`config.mk`:
```
export PLATFORM = sky130hd
export DESIGN_NAME = adc_hs_ctrl
export DESIGN_NICKNAME = d
export VERILOG_FILES = /design/src/rtl/adc_hs_pkg.sv /design/src/rtl/adc_hs_sync.sv /design/src/rtl/adc_hs_cdown.sv /design/src/rtl/adc_hs_fsm.sv /design/src/rtl/adc_hs_ctrl.sv
export SDC_FILE = /design/constraint.sdc
export NUM_CORES = 1
export LEC_CHECK = 0
export BUFFER_PORTS_ARGS = -buffer_cell sky130_fd_sc_hd__buf_2
export CORE_MARGIN = 2
export CORE_UTILIZATION = 59
export DETAILED_ROUTE_END_ITERATION = 16
export PLACE_DENSITY_LB_ADDON = 0.12
export SLEW_MARGIN = 10
export SYNTH_ARGS = -nofsm -noshare
export SYNTH_HDL_FRONTEND = slang
export SYNTH_SLANG_ARGS = --single-unit
export TNS_END_PERCENT = 5
```
`constraint.sdc`:
```
create_clock -name clk -period 4.6 [get_ports clk]
set_input_delay 0.92 -clock clk [delete_from_list [all_inputs] [get_ports clk]]
set_output_delay 0.92 -clock clk [all_outputs]
set_load 0.05 [all_outputs]
```
`src/rtl/adc_hs_pkg.sv`:
```
package adc_hs_pkg;

   typedef enum logic [2:0] {
      ST_IDLE,
      ST_RD_ARM,
      ST_RD_WAIT,
      ST_WR_PULSE,
      ST_INT_WAIT,
      ST_GAP,
      ST_RD_ACC,
      ST_DONE
   } hs_state_e;

   typedef struct packed {
      logic cs_n;
      logic rd_n;
      logic wr_n;
   } strobe_t;

   localparam strobe_t STROBE_IDLE = '{cs_n: 1'b1, rd_n: 1'b1, wr_n: 1'b1};

   // nanoseconds to whole clock cycles, rounded up, never below one
   function automatic int ns_to_cyc(input int ns, input int per_ns);
      int c;
      c = (ns + per_ns - 1) / per_ns;
      return (c < 1) ? 1 : c;
   endfunction

   function automatic int max4(input int a, input int b, input int c, input int d);
      int m;
      m = a;
      if (b > m) m = b;
      if (c > m) m = c;
      if (d > m) m = d;
      return m;
   endfunction

endpackage

```
`src/rtl/adc_hs_sync.sv`:
```
module adc_hs_sync #(
   parameter int W       = 1,
   parameter int STAGES  = 2,
   parameter bit RST_VAL = 1'b1
) (
   input  logic         clk,
   input  logic         rst_n,
   input  logic [W-1:0] d_i,
   output logic [W-1:0] q_o
);

   logic [STAGES-1:0][W-1:0] stg;

   always_ff @(posedge clk or negedge rst_n) begin
      if (!rst_n) begin
         stg <= {STAGES{{W{RST_VAL}}}};
      end else begin
         stg[0] <= d_i;
         for (int i = 1; i < STAGES; i++) begin
            stg[i] <= stg[i-1];
         end
      end
   end

   assign q_o = stg[STAGES-1];

endmodule

```
`src/rtl/adc_hs_cdown.sv`:
```
module adc_hs_cdown #(
   parameter int W = 8
) (
   input  logic         clk,
   input  logic         rst_n,
   input  logic         load_i,
   input  logic [W-1:0] val_i,
   input  logic         en_i,
   output logic         last_o
);

   logic [W-1:0] cnt;

   always_ff @(posedge clk or negedge rst_n) begin
      if (!rst_n) begin
         cnt <= '0;
      end else if (load_i) begin
         cnt <= val_i;
      end else if (en_i && (cnt != '0)) begin
         cnt <= cnt - 1'b1;
      end
   end

   // final cycle of a loaded interval (zero also counts as expired)
   assign last_o = (cnt <= W'(1));

endmodule

```
`src/rtl/adc_hs_fsm.sv`:
```
module adc_hs_fsm
   import adc_hs_pkg::*;
#(
   parameter int CW          = 6,
   parameter int WR_CYC      = 5,
   parameter int EARLY_CYC   = 13,
   parameter int SOLO_CYC    = 27,
   parameter int ACC_CYC     = 3,
   parameter bit OUT_REG     = 1'b1
) (
   input  logic          clk,
   input  logic          rst_n,
   input  logic          start_i,
   input  logic          mode_i,
   input  logic          fast_i,
   input  logic          solo_i,
   input  logic          rdy_s_i,
   input  logic          int_n_s_i,
   input  logic          t_last_i,
   input  logic          tmo_last_i,
   output logic          t_load_o,
   output logic [CW-1:0] t_val_o,
   output logic          tmo_load_o,
   output logic          tmo_en_o,
   output logic          cap_o,
   output strobe_t       strobe_o,
   output logic          busy_o,
   output logic          valid_o,
   output logic          err_o
);

   localparam logic [CW-1:0] WR_V    = CW'(WR_CYC);
   localparam logic [CW-1:0] EARLY_V = CW'(EARLY_CYC);
   localparam logic [CW-1:0] SOLO_V  = CW'(SOLO_CYC);
   localparam logic [CW-1:0] ACC_V   = CW'(ACC_CYC);

   hs_state_e st_q, st_d;
   logic      mode_q, fast_q, solo_q;
   logic      solo_d;
   logic      accept, abort;
   logic      err_q;

   function automatic strobe_t decode(input hs_state_e s, input logic solo);
      strobe_t o;
      o = STROBE_IDLE;
      case (s)
         ST_RD_ARM, ST_RD_WAIT, ST_RD_ACC: begin
            o.cs_n = 1'b0;
            o.rd_n = 1'b0;
         end
         ST_WR_PULSE: begin
            o.cs_n = 1'b0;
            o.wr_n = 1'b0;
            o.rd_n = ~solo;
         end
         ST_INT_WAIT: o.cs_n = 1'b0;
         ST_GAP: begin
            o.cs_n = 1'b0;
            o.rd_n = ~solo;
         end
         default: o = STROBE_IDLE;
      endcase
      return o;
   endfunction

   assign accept = (st_q == ST_IDLE) && start_i;
   assign solo_d = accept ? solo_i : solo_q;

   always_comb begin
      st_d     = st_q;
      t_load_o = 1'b0;
      t_val_o  = '0;
      tmo_en_o = 1'b0;
      cap_o    = 1'b0;
      abort    = 1'b0;
      case (st_q)
         ST_IDLE: begin
            if (start_i) begin
               if (mode_i) begin
                  st_d     = ST_WR_PULSE;
                  t_load_o = 1'b1;
                  t_val_o  = WR_V;
               end else begin
                  st_d = ST_RD_ARM;
               end
            end
         end
         ST_RD_ARM: begin
            tmo_en_o = 1'b1;
            if (!rdy_s_i)        st_d  = ST_RD_WAIT;
            else if (tmo_last_i) abort = 1'b1;
         end
         ST_RD_WAIT: begin
            tmo_en_o = 1'b1;
            if (rdy_s_i) begin
               st_d     = ST_RD_ACC;
               t_load_o = 1'b1;
               t_val_o  = ACC_V;
            end else if (tmo_last_i) begin
               abort = 1'b1;
            end
         end
         ST_WR_PULSE: begin
            if (t_last_i) begin
               if (solo_q) begin
                  st_d     = ST_GAP;
                  t_load_o = 1'b1;
                  t_val_o  = SOLO_V;
               end else if (fast_q) begin
                  st_d     = ST_GAP;
                  t_load_o = 1'b1;
                  t_val_o  = EARLY_V;
               end else begin
                  st_d = ST_INT_WAIT;
               end
            end
         end
         ST_INT_WAIT: begin
            tmo_en_o = 1'b1;
            if (!int_n_s_i) begin
               st_d     = ST_RD_ACC;
               t_load_o = 1'b1;
               t_val_o  = ACC_V;
            end else if (tmo_last_i) begin
               abort = 1'b1;
            end
         end
         ST_GAP: begin
            if (t_last_i) begin
               if (solo_q) begin
                  cap_o = 1'b1;
                  st_d  = ST_DONE;
               end else begin
                  st_d     = ST_RD_ACC;
                  t_load_o = 1'b1;
                  t_val_o  = ACC_V;
               end
            end
         end
         ST_RD_ACC: begin
            if (t_last_i) begin
               cap_o = 1'b1;
               st_d  = ST_DONE;
            end
         end
         ST_DONE: st_d = ST_IDLE;
         default: st_d = ST_IDLE;
      endcase
      if (abort) st_d = ST_IDLE;
   end

   assign tmo_load_o = accept;

   always_ff @(posedge clk or negedge rst_n) begin
      if (!rst_n) begin
         st_q   <= ST_IDLE;
         mode_q <= 1'b0;
         fast_q <= 1'b0;
         solo_q <= 1'b0;
         err_q  <= 1'b0;
      end else begin
         st_q <= st_d;
         if (accept) begin
            mode_q <= mode_i;
            fast_q <= fast_i;
            solo_q <= solo_i;
         end
         if (accept)     err_q <= 1'b0;
         else if (abort) err_q <= 1'b1;
      end
   end

   generate
      if (OUT_REG) begin : g_out_reg
         strobe_t strobe_q;
         always_ff @(posedge clk or negedge rst_n) begin
            if (!rst_n) strobe_q <= STROBE_IDLE;
            else        strobe_q <= decode(st_d, solo_d);
         end
         assign strobe_o = strobe_q;
      end else begin : g_out_comb
         assign strobe_o = decode(st_q, solo_q);
      end
   endgenerate

   assign busy_o  = (st_q != ST_IDLE);
   assign valid_o = (st_q == ST_DONE);
   assign err_o   = err_q;

   // mode_q is captured for the read-started path; it selects no branch
   // beyond the start decision but keeps the latched set complete
   logic mode_unused;
   assign mode_unused = mode_q;

endmodule

```
`src/rtl/adc_hs_ctrl.sv`:
```
module adc_hs_ctrl
   import adc_hs_pkg::*;
#(
   parameter int DATA_W      = 8,
   parameter int CLK_NS      = 20,
   parameter int WR_NS       = 100,
   parameter int EARLY_NS    = 250,
   parameter int SOLO_NS     = 530,
   parameter int ACC_NS      = 60,
   parameter int TIMEOUT_CYC = 200,
   parameter int SYNC_STAGES = 2,
   parameter bit OUT_REG     = 1'b1
) (
   input  logic              clk,
   input  logic              rst_n,
   input  logic              start_i,
   input  logic              mode_i,
   input  logic              fast_i,
   input  logic              solo_i,
   input  logic              rdy_i,
   input  logic              int_n_i,
   input  logic [DATA_W-1:0] data_i,
   output logic              cs_n_o,
   output logic              rd_n_o,
   output logic              wr_n_o,
   output logic              busy_o,
   output logic              valid_o,
   output logic              err_o,
   output logic [DATA_W-1:0] data_o
);

   localparam int WR_CYC    = ns_to_cyc(WR_NS, CLK_NS);
   localparam int EARLY_CYC = ns_to_cyc(EARLY_NS, CLK_NS);
   localparam int SOLO_CYC  = ns_to_cyc(SOLO_NS, CLK_NS);
   localparam int ACC_CYC   = ns_to_cyc(ACC_NS, CLK_NS);
   localparam int MAX_CYC   = max4(WR_CYC, EARLY_CYC, SOLO_CYC, ACC_CYC);
   localparam int CW        = $clog2(MAX_CYC + 1);
   localparam int TW        = $clog2(TIMEOUT_CYC + 1);

   generate
      if (DATA_W < 1) begin : g_chk_dw
         $error("adc_hs_ctrl: DATA_W must be at least 1");
      end
      if (CLK_NS < 1) begin : g_chk_clk
         $error("adc_hs_ctrl: CLK_NS must be positive");
      end
      if (SYNC_STAGES < 2) begin : g_chk_sync
         $error("adc_hs_ctrl: SYNC_STAGES must be at least 2");
      end
      if (WR_CYC < SYNC_STAGES) begin : g_chk_wr
         $error("adc_hs_ctrl: write pulse must outlast the synchroniser");
      end
      if (TIMEOUT_CYC < 2) begin : g_chk_tmo
         $error("adc_hs_ctrl: TIMEOUT_CYC must be at least 2");
      end
   endgenerate

   logic [1:0]    line_raw, line_s;
   logic          rdy_s, int_n_s;
   logic          t_load, t_last, tmo_load, tmo_en, tmo_last, cap;
   logic [CW-1:0] t_val;
   strobe_t       strobe;
   logic [DATA_W-1:0] data_q;

   assign line_raw = {rdy_i, int_n_i};

   adc_hs_sync #(
      .W       (2),
      .STAGES  (SYNC_STAGES),
      .RST_VAL (1'b1)
   ) u_sync (
      .clk   (clk),
      .rst_n (rst_n),
      .d_i   (line_raw),
      .q_o   (line_s)
   );

   assign rdy_s   = line_s[1];
   assign int_n_s = line_s[0];

   adc_hs_cdown #(.W(CW)) u_phase_tmr (
      .clk    (clk),
      .rst_n  (rst_n),
      .load_i (t_load),
      .val_i  (t_val),
      .en_i   (1'b1),
      .last_o (t_last)
   );

   adc_hs_cdown #(.W(TW)) u_wait_tmr (
      .clk    (clk),
      .rst_n  (rst_n),
      .load_i (tmo_load),
      .val_i  (TW'(TIMEOUT_CYC)),
      .en_i   (tmo_en),
      .last_o (tmo_last)
   );

   adc_hs_fsm #(
      .CW        (CW),
      .WR_CYC    (WR_CYC),
      .EARLY_CYC (EARLY_CYC),
      .SOLO_CYC  (SOLO_CYC),
      .ACC_CYC   (ACC_CYC),
      .OUT_REG   (OUT_REG)
   ) u_fsm (
      .clk        (clk),
      .rst_n      (rst_n),
      .start_i    (start_i),
      .mode_i     (mode_i),
      .fast_i     (fast_i),
      .solo_i     (solo_i),
      .rdy_s_i    (rdy_s),
      .int_n_s_i  (int_n_s),
      .t_last_i   (t_last),
      .tmo_last_i (tmo_last),
      .t_load_o   (t_load),
      .t_val_o    (t_val),
      .tmo_load_o (tmo_load),
      .tmo_en_o   (tmo_en),
      .cap_o      (cap),
      .strobe_o   (strobe),
      .busy_o     (busy_o),
      .valid_o    (valid_o),
      .err_o      (err_o)
   );

   always_ff @(posedge clk or negedge rst_n) begin
      if (!rst_n)   data_q <= '0;
      else if (cap) data_q <= data_i;
   end

   assign cs_n_o = strobe.cs_n;
   assign rd_n_o = strobe.rd_n;
   assign wr_n_o = strobe.wr_n;
   assign data_o = data_q;

endmodule

```
==> results of run 1 <==
## how the worst max path moves through the flow
stage                              endpoint     startpoint
after CTS                 u_fsm.strobe_o[1]  u_fsm.st_q[2]
after floorplan                     valid_o  u_fsm.st_q[2]
final                     u_fsm.strobe_o[1]  u_fsm.st_q[2]
after global routing      u_fsm.strobe_o[1]  u_fsm.st_q[2]
after detailed placement  u_fsm.strobe_o[1]  u_fsm.st_q[2]
after global placement    u_fsm.strobe_o[1]  u_fsm.st_q[2]
## power by group through the flow
stage | clock network [uW] | registers [uW] | logic, uW
finish | 275 | 563 | 959
global route | 292 | 581 | 1050
CTS | 281 | 561 | 960
detailed placement | 0 | 567 | 953
global placement | 0 | 556 | 924
floorplan | 0 | 692 | 625
## per-layer routing
| metal | track usage | routed length, um | up-vias |
|---|---|---|---|
| li1 | - | - | 741 |
| met1 | 0.273 | 1580 | 710 |
| met2 | 0.384 | 1860 | 46 |
| met3 | 0.0671 | 185 | 10 |
| met4 | 0.117 | 77 | 0 |
| met5 | 0 | 0 | - |
## final cells by class
cell class / instances / area, um2
tap: 44 / 55.1
clock buffer: 5 / 37.5
clock inverter: 3 / 68.8
fill: 228 / 878
multi-input combinational: 137 / 938
sequential: 34 / 860
timing repair buffer: 29 / 145
inverter: 12 / 45.0
## kinds of logic after synthesis
group,after synthesis
simple gates,75
compound gates,36
flops,34
buf+inv,16
mux,12
fa+ha+maj,8
xor+xnor,6
## cell usage in the layout (no fill, tap or decap), drive strengths merged, types with 4 or more instances in the layout
master | netlist | layout
buf | 1 | 29
dfrtp | 27 | 27
nor2 | 20 | 20
nand2 | 16 | 16
inv | 12 | 12
nor3 | 11 | 11
o21ai | 9 | 9
nand3 | 8 | 8
mux2 | 8 | 8
ha | 8 | 8
a21oi | 7 | 7
dfstp | 7 | 7
clkbuf | 3 | 5
mux2i | 4 | 4
xor2 | 4 | 4
## registers in the layout, indices dropped and copies added (netlist names)
signal           count
u_fsm.err_o          1
u_sync.stg           2
data_o               8
u_sync.q_o           2
u_fsm.solo_q         1
u_phase_tmr.cnt      5
u_fsm.fast_q         1
u_wait_tmr.cnt       8
u_fsm.strobe_o       3
u_fsm.st_q           3
## through the flow
stage	setup slack (ps)	instance area (um2)	total power (uW)	util	hold slack, ps
floorplan	1910	1860	1320	-	345
global placement	2100	2040	1480	0.675	347
detailed placement	1940	2040	1520	0.675	349
CTS	1930	2150	1800	0.710	365
global route	1770	2150	1930	0.710	367
finish	1890	2150	1800	0.710	364
## worst register-to-register path, cell delays in order, from the launching register on
cell and delay, ps:
dfrtp_1 610, inv_1 130, ha_1 210, or2_2 330, nor3_1 360, o211ai_1 200, o41ai_2 140, nor3_1 120
or4b_1 530
## Yosys cell counts (all sizes together) (2+ instances only)
master and n:
nor3 11, inv 12, nand2 16, or3b 2, a31oi 3, o21ai 9, xnor2 2, nand3 8
clkbuf 3, mux2i 4, dfrtp 27, dfstp 7, nor4 2, or4 3, o41ai 3, nor2b 2
xor2 4, ha 8, nand3b 2, a2bb2oi 3, nor2 20, a21oi 7, nand2b 3, and2 2
mux2 8
==> flow_results.xml, run 1 <==
<?xml version="1.0" encoding="UTF-8"?>
<metrics>
  <group name="synth">
    <metric name="post_synth_xor_area_fraction" unit="">0.0283</metric>
    <metric name="synth_seq_area_share" unit="">0.462</metric>
    <metric name="ys_dominant_reg_cell" unit="">dfrtp_1</metric>
    <metric name="synth_edf_count" unit="">0</metric>
    <metric name="synthesis.nets" unit="">211</metric>
    <metric name="synth-compound-area-share" unit="">0.141</metric>
    <metric name="avgSynthCellArea" unit="um2">9.94</metric>
    <metric name="synthTopCellsByArea" unit="">dfrtp_1 36%, dfstp_2 9.9%, ha_1 5.4%, mux2_2 4.8%, nor2_1 3.8%</metric>
    <metric name="postSynthCellCount" unit="">187</metric>
    <metric name="summed_instance_area_of_the_synthesized_netlist" unit="um2">1860</metric>
    <metric name="synth-warning-count" unit="">0</metric>
    <metric name="yosys-mux-area-fraction" unit="">0.0700</metric>
    <metric name="post_synth_simple_gate_area" unit="">0.211</metric>
    <metric name="synth_top_family_by_area" unit="">simple AND/OR/NAND/NOR gates</metric>
    <metric name="synth_top_cell_area_share" unit="">0.363</metric>
    <metric name="synth_fa_ha_area_frac" unit="">0.0538</metric>
    <metric name="synth_top_area_cell" unit="">dfrtp_1</metric>
    <metric name="ys_ff_latch" unit="">34</metric>
    <metric name="post_synth_num_cell_types" unit="">43</metric>
    <metric name="async_reset_ff_frac" unit="">1.00</metric>
  </group>
  <group name="status">
    <metric name="run_status" unit="">finished, final reports clean</metric>
  </group>
  <group name="grt">
    <metric name="pin_count_of_the_biggest_net_entering_global_routing" unit="">35</metric>
    <metric name="antenna_violations_before_repair" unit="">0</metric>
    <metric name="grt_usage" unit="">0.232</metric>
    <metric name="global_route.overflow_total" unit="">0</metric>
    <metric name="first_global_vias" unit="">1471</metric>
    <metric name="grt_pass1_wl" unit="um">6220</metric>
  </group>
  <group name="floorplanning">
    <metric name="core.rowCount" unit="">20</metric>
    <metric name="die_h" unit="um">60.1</metric>
    <metric name="ioPinCount" unit="">30</metric>
    <metric name="dieWidth" unit="um">60.1</metric>
    <metric name="start_util" unit="">0.614</metric>
    <metric name="dieArea" unit="um2">3620</metric>
    <metric name="placeableCoreArea" unit="um2">3030</metric>
  </group>
  <group name="hold_path">
    <metric name="hold_class" unit="">reg -&gt; reg</metric>
    <metric name="hold_path_end" unit="">u_sync.q_o[0]</metric>
    <metric name="hp-start" unit="">u_sync.stg[0]</metric>
    <metric name="min_delay_path_depth" unit="">0</metric>
  </group>
  <group name="critical_path">
    <metric name="highest_fanout_seen_on_the_critical_path" unit="">14</metric>
    <metric name="reg_to_reg_setup_timing_slack" unit="ps">1890</metric>
    <metric name="critical_path.endpoint_type" unit="">flop</metric>
    <metric name="cp_num_cells" unit="">8</metric>
    <metric name="critPathLaunchType" unit="">flop</metric>
    <metric name="cp_cell_sequence" unit="">inv_1, ha_1, or2_2, nor3_1, o211ai_1, o41ai_2, nor3_1, or4b_1</metric>
    <metric name="timing.critical_path.buf_inv" unit="">1</metric>
    <metric name="r2r.worst_path.cells" unit="">8</metric>
    <metric name="critical_path.most_common_cell" unit="">nor3_1</metric>
    <metric name="worst_setup_path_type" unit="">reg -&gt; reg</metric>
    <metric name="required_time_of_the_critical_path" unit="ps">4850</metric>
    <metric name="worst_r2r_startpoint" unit="">u_fsm.st_q[2]</metric>
    <metric name="critical-path-max-stage-delay" unit="ps">610</metric>
    <metric name="arrival" unit="ps">2960</metric>
    <metric name="library_cell_contributing_the_largest_single_delay_on_the_critical_path" unit="">dfrtp_1</metric>
    <metric name="critical_path.reg2reg.endpoint" unit="">u_fsm.strobe_o[1]</metric>
    <metric name="critPathTopFamily" unit="">simple AND/OR/NAND/NOR gates</metric>
  </group>
  <group name="timing">
    <metric name="worst_clock_skew" unit="ps">5.24</metric>
    <metric name="fmax" unit="GHz">0.369</metric>
    <metric name="worst_slew_pin_slew" unit="ps">721</metric>
    <metric name="max_slew_margin" unit="">0.519</metric>
    <metric name="report.final.slew_viol_count" unit="">0</metric>
    <metric name="timing.final.crit_share" unit="">0.589</metric>
    <metric name="finalHoldViolCount" unit="">0</metric>
    <metric name="rsz_0062_raised_after_global_routing" unit="">false</metric>
    <metric name="total_neg_setup_slack" unit="ps">0</metric>
    <metric name="setup_violations" unit="">0</metric>
    <metric name="layout_min_cycle_time" unit="ps">2710</metric>
  </group>
  <group name="power">
    <metric name="power.share.switching" unit="">0.466</metric>
    <metric name="ir_worst_vdd" unit="mV">0.491</metric>
    <metric name="power_switching" unit="uW">837</metric>
    <metric name="clock_power_share" unit="">0.153</metric>
    <metric name="combPwrFrac" unit="">0.534</metric>
    <metric name="power.leakage" unit="uW">0.000988</metric>
    <metric name="pwr-share-seq" unit="">0.313</metric>
    <metric name="cellInternalPower" unit="uW">959</metric>
    <metric name="powerDensity" unit="nW/um2">836</metric>
  </group>
  <group name="placed_design">
    <metric name="dpl.hpwl" unit="um">2700</metric>
    <metric name="placed_cells" unit="">256</metric>
    <metric name="place.gp.congestion" unit="">0.998</metric>
    <metric name="place.port_buffers" unit="">29</metric>
  </group>
  <group name="clocking">
    <metric name="hold_buffers" unit="">0</metric>
    <metric name="cts_buffers" unit="">5</metric>
    <metric name="tritoncts" unit="">built</metric>
    <metric name="clk_pin_slew_worst_paths" unit="ps">110</metric>
    <metric name="htree_levels" unit="">2</metric>
    <metric name="clock-root-buffer" unit="">clkbuf_4</metric>
    <metric name="clock_insertion_delay_worst_skew" unit="ps">330</metric>
    <metric name="cts_buffer_depth" unit="">2</metric>
    <metric name="post-cts-setup-buffers" unit="">0</metric>
    <metric name="clock_net_sink_count" unit="">34</metric>
    <metric name="cts-resized-gates" unit="">0</metric>
  </group>
  <group name="finish">
    <metric name="antennaDiodeCount" unit="">0</metric>
    <metric name="finish.cell_count_without_fillers" unit="">264</metric>
    <metric name="area_delta_synth_final" unit="%">15.6</metric>
    <metric name="layout-drive-gt1-share" unit="">0.273</metric>
    <metric name="nets" unit="">243</metric>
  </group>
  <group name="route">
    <metric name="via_count" unit="">1507</metric>
    <metric name="route.detailed.drc" unit="">0</metric>
    <metric name="wirelength" unit="um">3700</metric>
    <metric name="firstDrtPassIters" unit="">4</metric>
    <metric name="wire_per_inst" unit="um">14.0</metric>
    <metric name="via_to_cell_ratio" unit="">5.71</metric>
    <metric name="drtAntennaViolNets" unit="">0</metric>
    <metric name="initialDrtViolationCount" unit="">97</metric>
  </group>
  <group name="run">
    <metric name="max_cap_violations" unit="">0</metric>
  </group>
</metrics>
Note: power is estimated with default switching activity, not from simulation.
==> run 2: changes to the inputs <==
--- a/config.mk
+++ b/config.mk
@@ -7,7 +7,7 @@
 export LEC_CHECK = 0
 export BUFFER_PORTS_ARGS = -buffer_cell sky130_fd_sc_hd__buf_2
 export CORE_MARGIN = 2
-export CORE_UTILIZATION = 59
+export CORE_UTILIZATION = 50
 export DETAILED_ROUTE_END_ITERATION = 16
 export PLACE_DENSITY_LB_ADDON = 0.12
 export SLEW_MARGIN = 10
==> constraint.sdc (replaced) <==
create_clock -name clk -period 2.35 [get_ports clk]
set_input_delay 0.47 -clock clk [delete_from_list [all_inputs] [get_ports clk]]
set_output_delay 0.47 -clock clk [all_outputs]
set_load 0.05 [all_outputs]
==> run 2 against run 1 <==
- sequential power grew 87%
- sequential share of layout area decreased by 1.3 points
- total power grew 100%
- first-iteration DRC count down 38%
- final area increased by 3.5%
- utilization fell by 9.3 points
==> flow_results.xml, run 2 (synthesized netlist as in run 1, its figures left out) <==
<?xml version="1.0" encoding="UTF-8"?>
<metrics>
  <group name="placed_design">
    <metric name="dpl.hpwl" unit="um">2930</metric>
    <metric name="dpl_cell_area" unit="um2">2120</metric>
    <metric name="place.gp.congestion" unit="">0.897</metric>
    <metric name="placed_cells" unit="">269</metric>
    <metric name="place.port_buffers" unit="">29</metric>
  </group>
  <group name="floorplanning">
    <metric name="dieWidth" unit="um">65.0</metric>
    <metric name="core.rowCount" unit="">22</metric>
    <metric name="die_h" unit="um">65.0</metric>
    <metric name="placeableCoreArea" unit="um2">3610</metric>
    <metric name="dieArea" unit="um2">4220</metric>
    <metric name="start_util" unit="">0.516</metric>
    <metric name="ioPinCount" unit="">30</metric>
  </group>
  <group name="grt">
    <metric name="antenna_violations_before_repair" unit="">0</metric>
    <metric name="pin_count_of_the_biggest_net_entering_global_routing" unit="">35</metric>
    <metric name="global_route.overflow_total" unit="">0</metric>
    <metric name="first_global_vias" unit="">1537</metric>
    <metric name="grt_pass1_wl" unit="um">6930</metric>
    <metric name="grt_usage" unit="">0.218</metric>
  </group>
  <group name="route">
    <metric name="route.detailed.drc" unit="">0</metric>
    <metric name="wirelength" unit="um">3960</metric>
    <metric name="via_to_cell_ratio" unit="">5.48</metric>
    <metric name="initialDrtViolationCount" unit="">60</metric>
    <metric name="firstDrtPassIters" unit="">4</metric>
    <metric name="drtAntennaViolNets" unit="">0</metric>
    <metric name="wire_per_inst" unit="um">14.2</metric>
    <metric name="via_count" unit="">1524</metric>
  </group>
  <group name="timing">
    <metric name="layout_min_cycle_time" unit="ps">2330</metric>
    <metric name="setup_violations" unit="">0</metric>
    <metric name="worst_slew_pin_slew" unit="ps">730</metric>
    <metric name="fmax" unit="GHz">0.430</metric>
    <metric name="timing.final.crit_share" unit="">0.989</metric>
    <metric name="rsz_0062_raised_after_global_routing" unit="">true</metric>
    <metric name="worst_clock_skew" unit="ps">4.82</metric>
    <metric name="report.final.slew_viol_count" unit="">0</metric>
    <metric name="finalHoldViolCount" unit="">0</metric>
    <metric name="max_slew_margin" unit="">0.513</metric>
  </group>
  <group name="clocking">
    <metric name="tritoncts" unit="">built</metric>
    <metric name="clk_pin_slew_worst_paths" unit="ps">70</metric>
    <metric name="cts_buffer_depth" unit="">2</metric>
    <metric name="hold_buffers" unit="">0</metric>
    <metric name="clock_insertion_delay_worst_skew" unit="ps">280</metric>
    <metric name="clock_net_sink_count" unit="">34</metric>
    <metric name="htree_levels" unit="">2</metric>
    <metric name="cts_buffers" unit="">5</metric>
    <metric name="clock-root-buffer" unit="">clkbuf_8</metric>
  </group>
  <group name="power">
    <metric name="combPwrFrac" unit="">0.587</metric>
    <metric name="powerDensity" unit="nW/um2">1620</metric>
    <metric name="power_switching" unit="uW">1680</metric>
    <metric name="clock_power_share" unit="">0.121</metric>
    <metric name="power.share.switching" unit="">0.466</metric>
    <metric name="cellInternalPower" unit="uW">1930</metric>
    <metric name="ir_worst_vdd" unit="mV">0.802</metric>
    <metric name="pwr-share-seq" unit="">0.292</metric>
    <metric name="power.leakage" unit="uW">0.00103</metric>
  </group>
  <group name="finish">
    <metric name="layout-drive-gt1-share" unit="">0.309</metric>
    <metric name="final_common_cell" unit="">buf_2</metric>
    <metric name="nets" unit="">253</metric>
    <metric name="area_delta_synth_final" unit="%">19.6</metric>
    <metric name="finish.cell_count_without_fillers" unit="">278</metric>
    <metric name="postLayoutCoreUtil" unit="">0.617</metric>
    <metric name="antennaDiodeCount" unit="">0</metric>
    <metric name="layout.cells.most_common_list" unit="">29 x buf_2, 27 x dfrtp_1, 19 x nor2_1</metric>
    <metric name="finish.instance_area" unit="um2">2220</metric>
  </group>
  <group name="critical_path">
    <metric name="highest_fanout_seen_on_the_critical_path" unit="">4</metric>
    <metric name="required_time_of_the_critical_path" unit="ps">2550</metric>
    <metric name="cp_cell_sequence" unit="">inv_1, ha_1, or2_2, mux2i_1, a2111o_1, nor2b_1, o21ai_0, or4b_1</metric>
    <metric name="worst_setup_path_type" unit="">reg -&gt; reg</metric>
    <metric name="critical_path.endpoint_type" unit="">flop</metric>
    <metric name="library_cell_contributing_the_largest_single_delay_on_the_critical_path" unit="">or4b_1</metric>
    <metric name="critPathLaunchType" unit="">flop</metric>
    <metric name="arrival" unit="ps">2520</metric>
    <metric name="timing.critical_path.buf_inv" unit="">1</metric>
    <metric name="critical-path-max-stage-delay" unit="ps">440</metric>
    <metric name="critPathTopFamily" unit="">simple AND/OR/NAND/NOR gates</metric>
  </group>
  <group name="run">
    <metric name="max_cap_violations" unit="">0</metric>
  </group>
  <group name="hold_path">
    <metric name="hold_class" unit="">in -&gt; async</metric>
  </group>
  <group name="status">
    <metric name="run_status" unit="">finished, final reports clean</metric>
  </group>
</metrics>
## run 2: changes by cell type in the layout (fill, tap and decap cells not counted), sizes merged
cell / before / now
buf: 29 / 39
clkbuf: 5 / 7
bufinv: 2 / 0
## run 2: worst paths after layout
| path | from | to | slack, ps | cells after the start |
|---|---|---|---|---|
| setup reg to reg | u_fsm.st_q[2] | u_fsm.strobe_o[1] | 20 | 8 |
| hold / removal | rst_n | u_fsm.st_q[1] | 240 | 1 |
| max in group asynchronous | rst_n | data_o[0] | 1630 | 1 |
| min in group clk | int_n_i | u_sync.stg[0] | 290 | 1 |
| hold reg to reg | u_sync.stg[1] | u_sync.q_o[1] | 360 | 0 |
| setup / recovery | u_fsm.st_q[2] | u_fsm.strobe_o[1] | 20 | 8 |
## run 2: per-layer routing
layer,global-route usage,up-vias,part of all wire
met2,0.349,38,0.48
met3,0.0608,6,0.048
met1,0.273,728,0.45
li1,-,752,-
met5,0,-,0
met4,0.0984,0,0.017
## run 2: cell type report
type	instances	area (um2)
multi-input combinational	137	948
clock inverter	1	5.00
inverter	12	45.0
clock buffer	7	86.3
fill	319	1380
sequential	34	860
timing repair buffer	39	220
tap	48	60.1
## run 2: power by group through the flow
| stage | Clock, uW | Sequential, uW | Combinational [uW] |
|---|---|---|---|
| after floorplan | 0 | 1360 | 1240 |
| after global placement | 0 | 1040 | 2050 |
| after detailed placement | 0 | 1060 | 2090 |
| after CTS | 452 | 1050 | 2110 |
| after global routing | 471 | 1100 | 2320 |
| final | 435 | 1050 | 2120 |
## run 2: worst reg2reg max path: stages, from the launching register on
cell and delay (ps):
dfrtp_1 390, inv_1 80, ha_1 190, or2_2 340, mux2i_1 130, a2111o_1 400, nor2b_1 150, o21ai_0 140
or4b_1 440
## run 2: repair_timing
action	4_1_cts	5_1_grt
setup buffers	0	1
endpoints found under the setup margin	0	3
gates resized for setup	0	1
## run 2: stage by stage
stage | total power [uW] | setup WS [ps] | TNS, ps | hold slack [ps]
4_1_cts | 3610 | 27.6 | 0 | 274
5_1_grt | 3890 | -121 | -190 | 270
3_5_place_dp | 3150 | 46.3 | 0 | 347
2_1_floorplan | 2600 | 7.15 | 0 | 174
3_3_place_gp | 3090 | 32.6 | 0 | 346
6_report | 3610 | 24.9 | 0 | 243
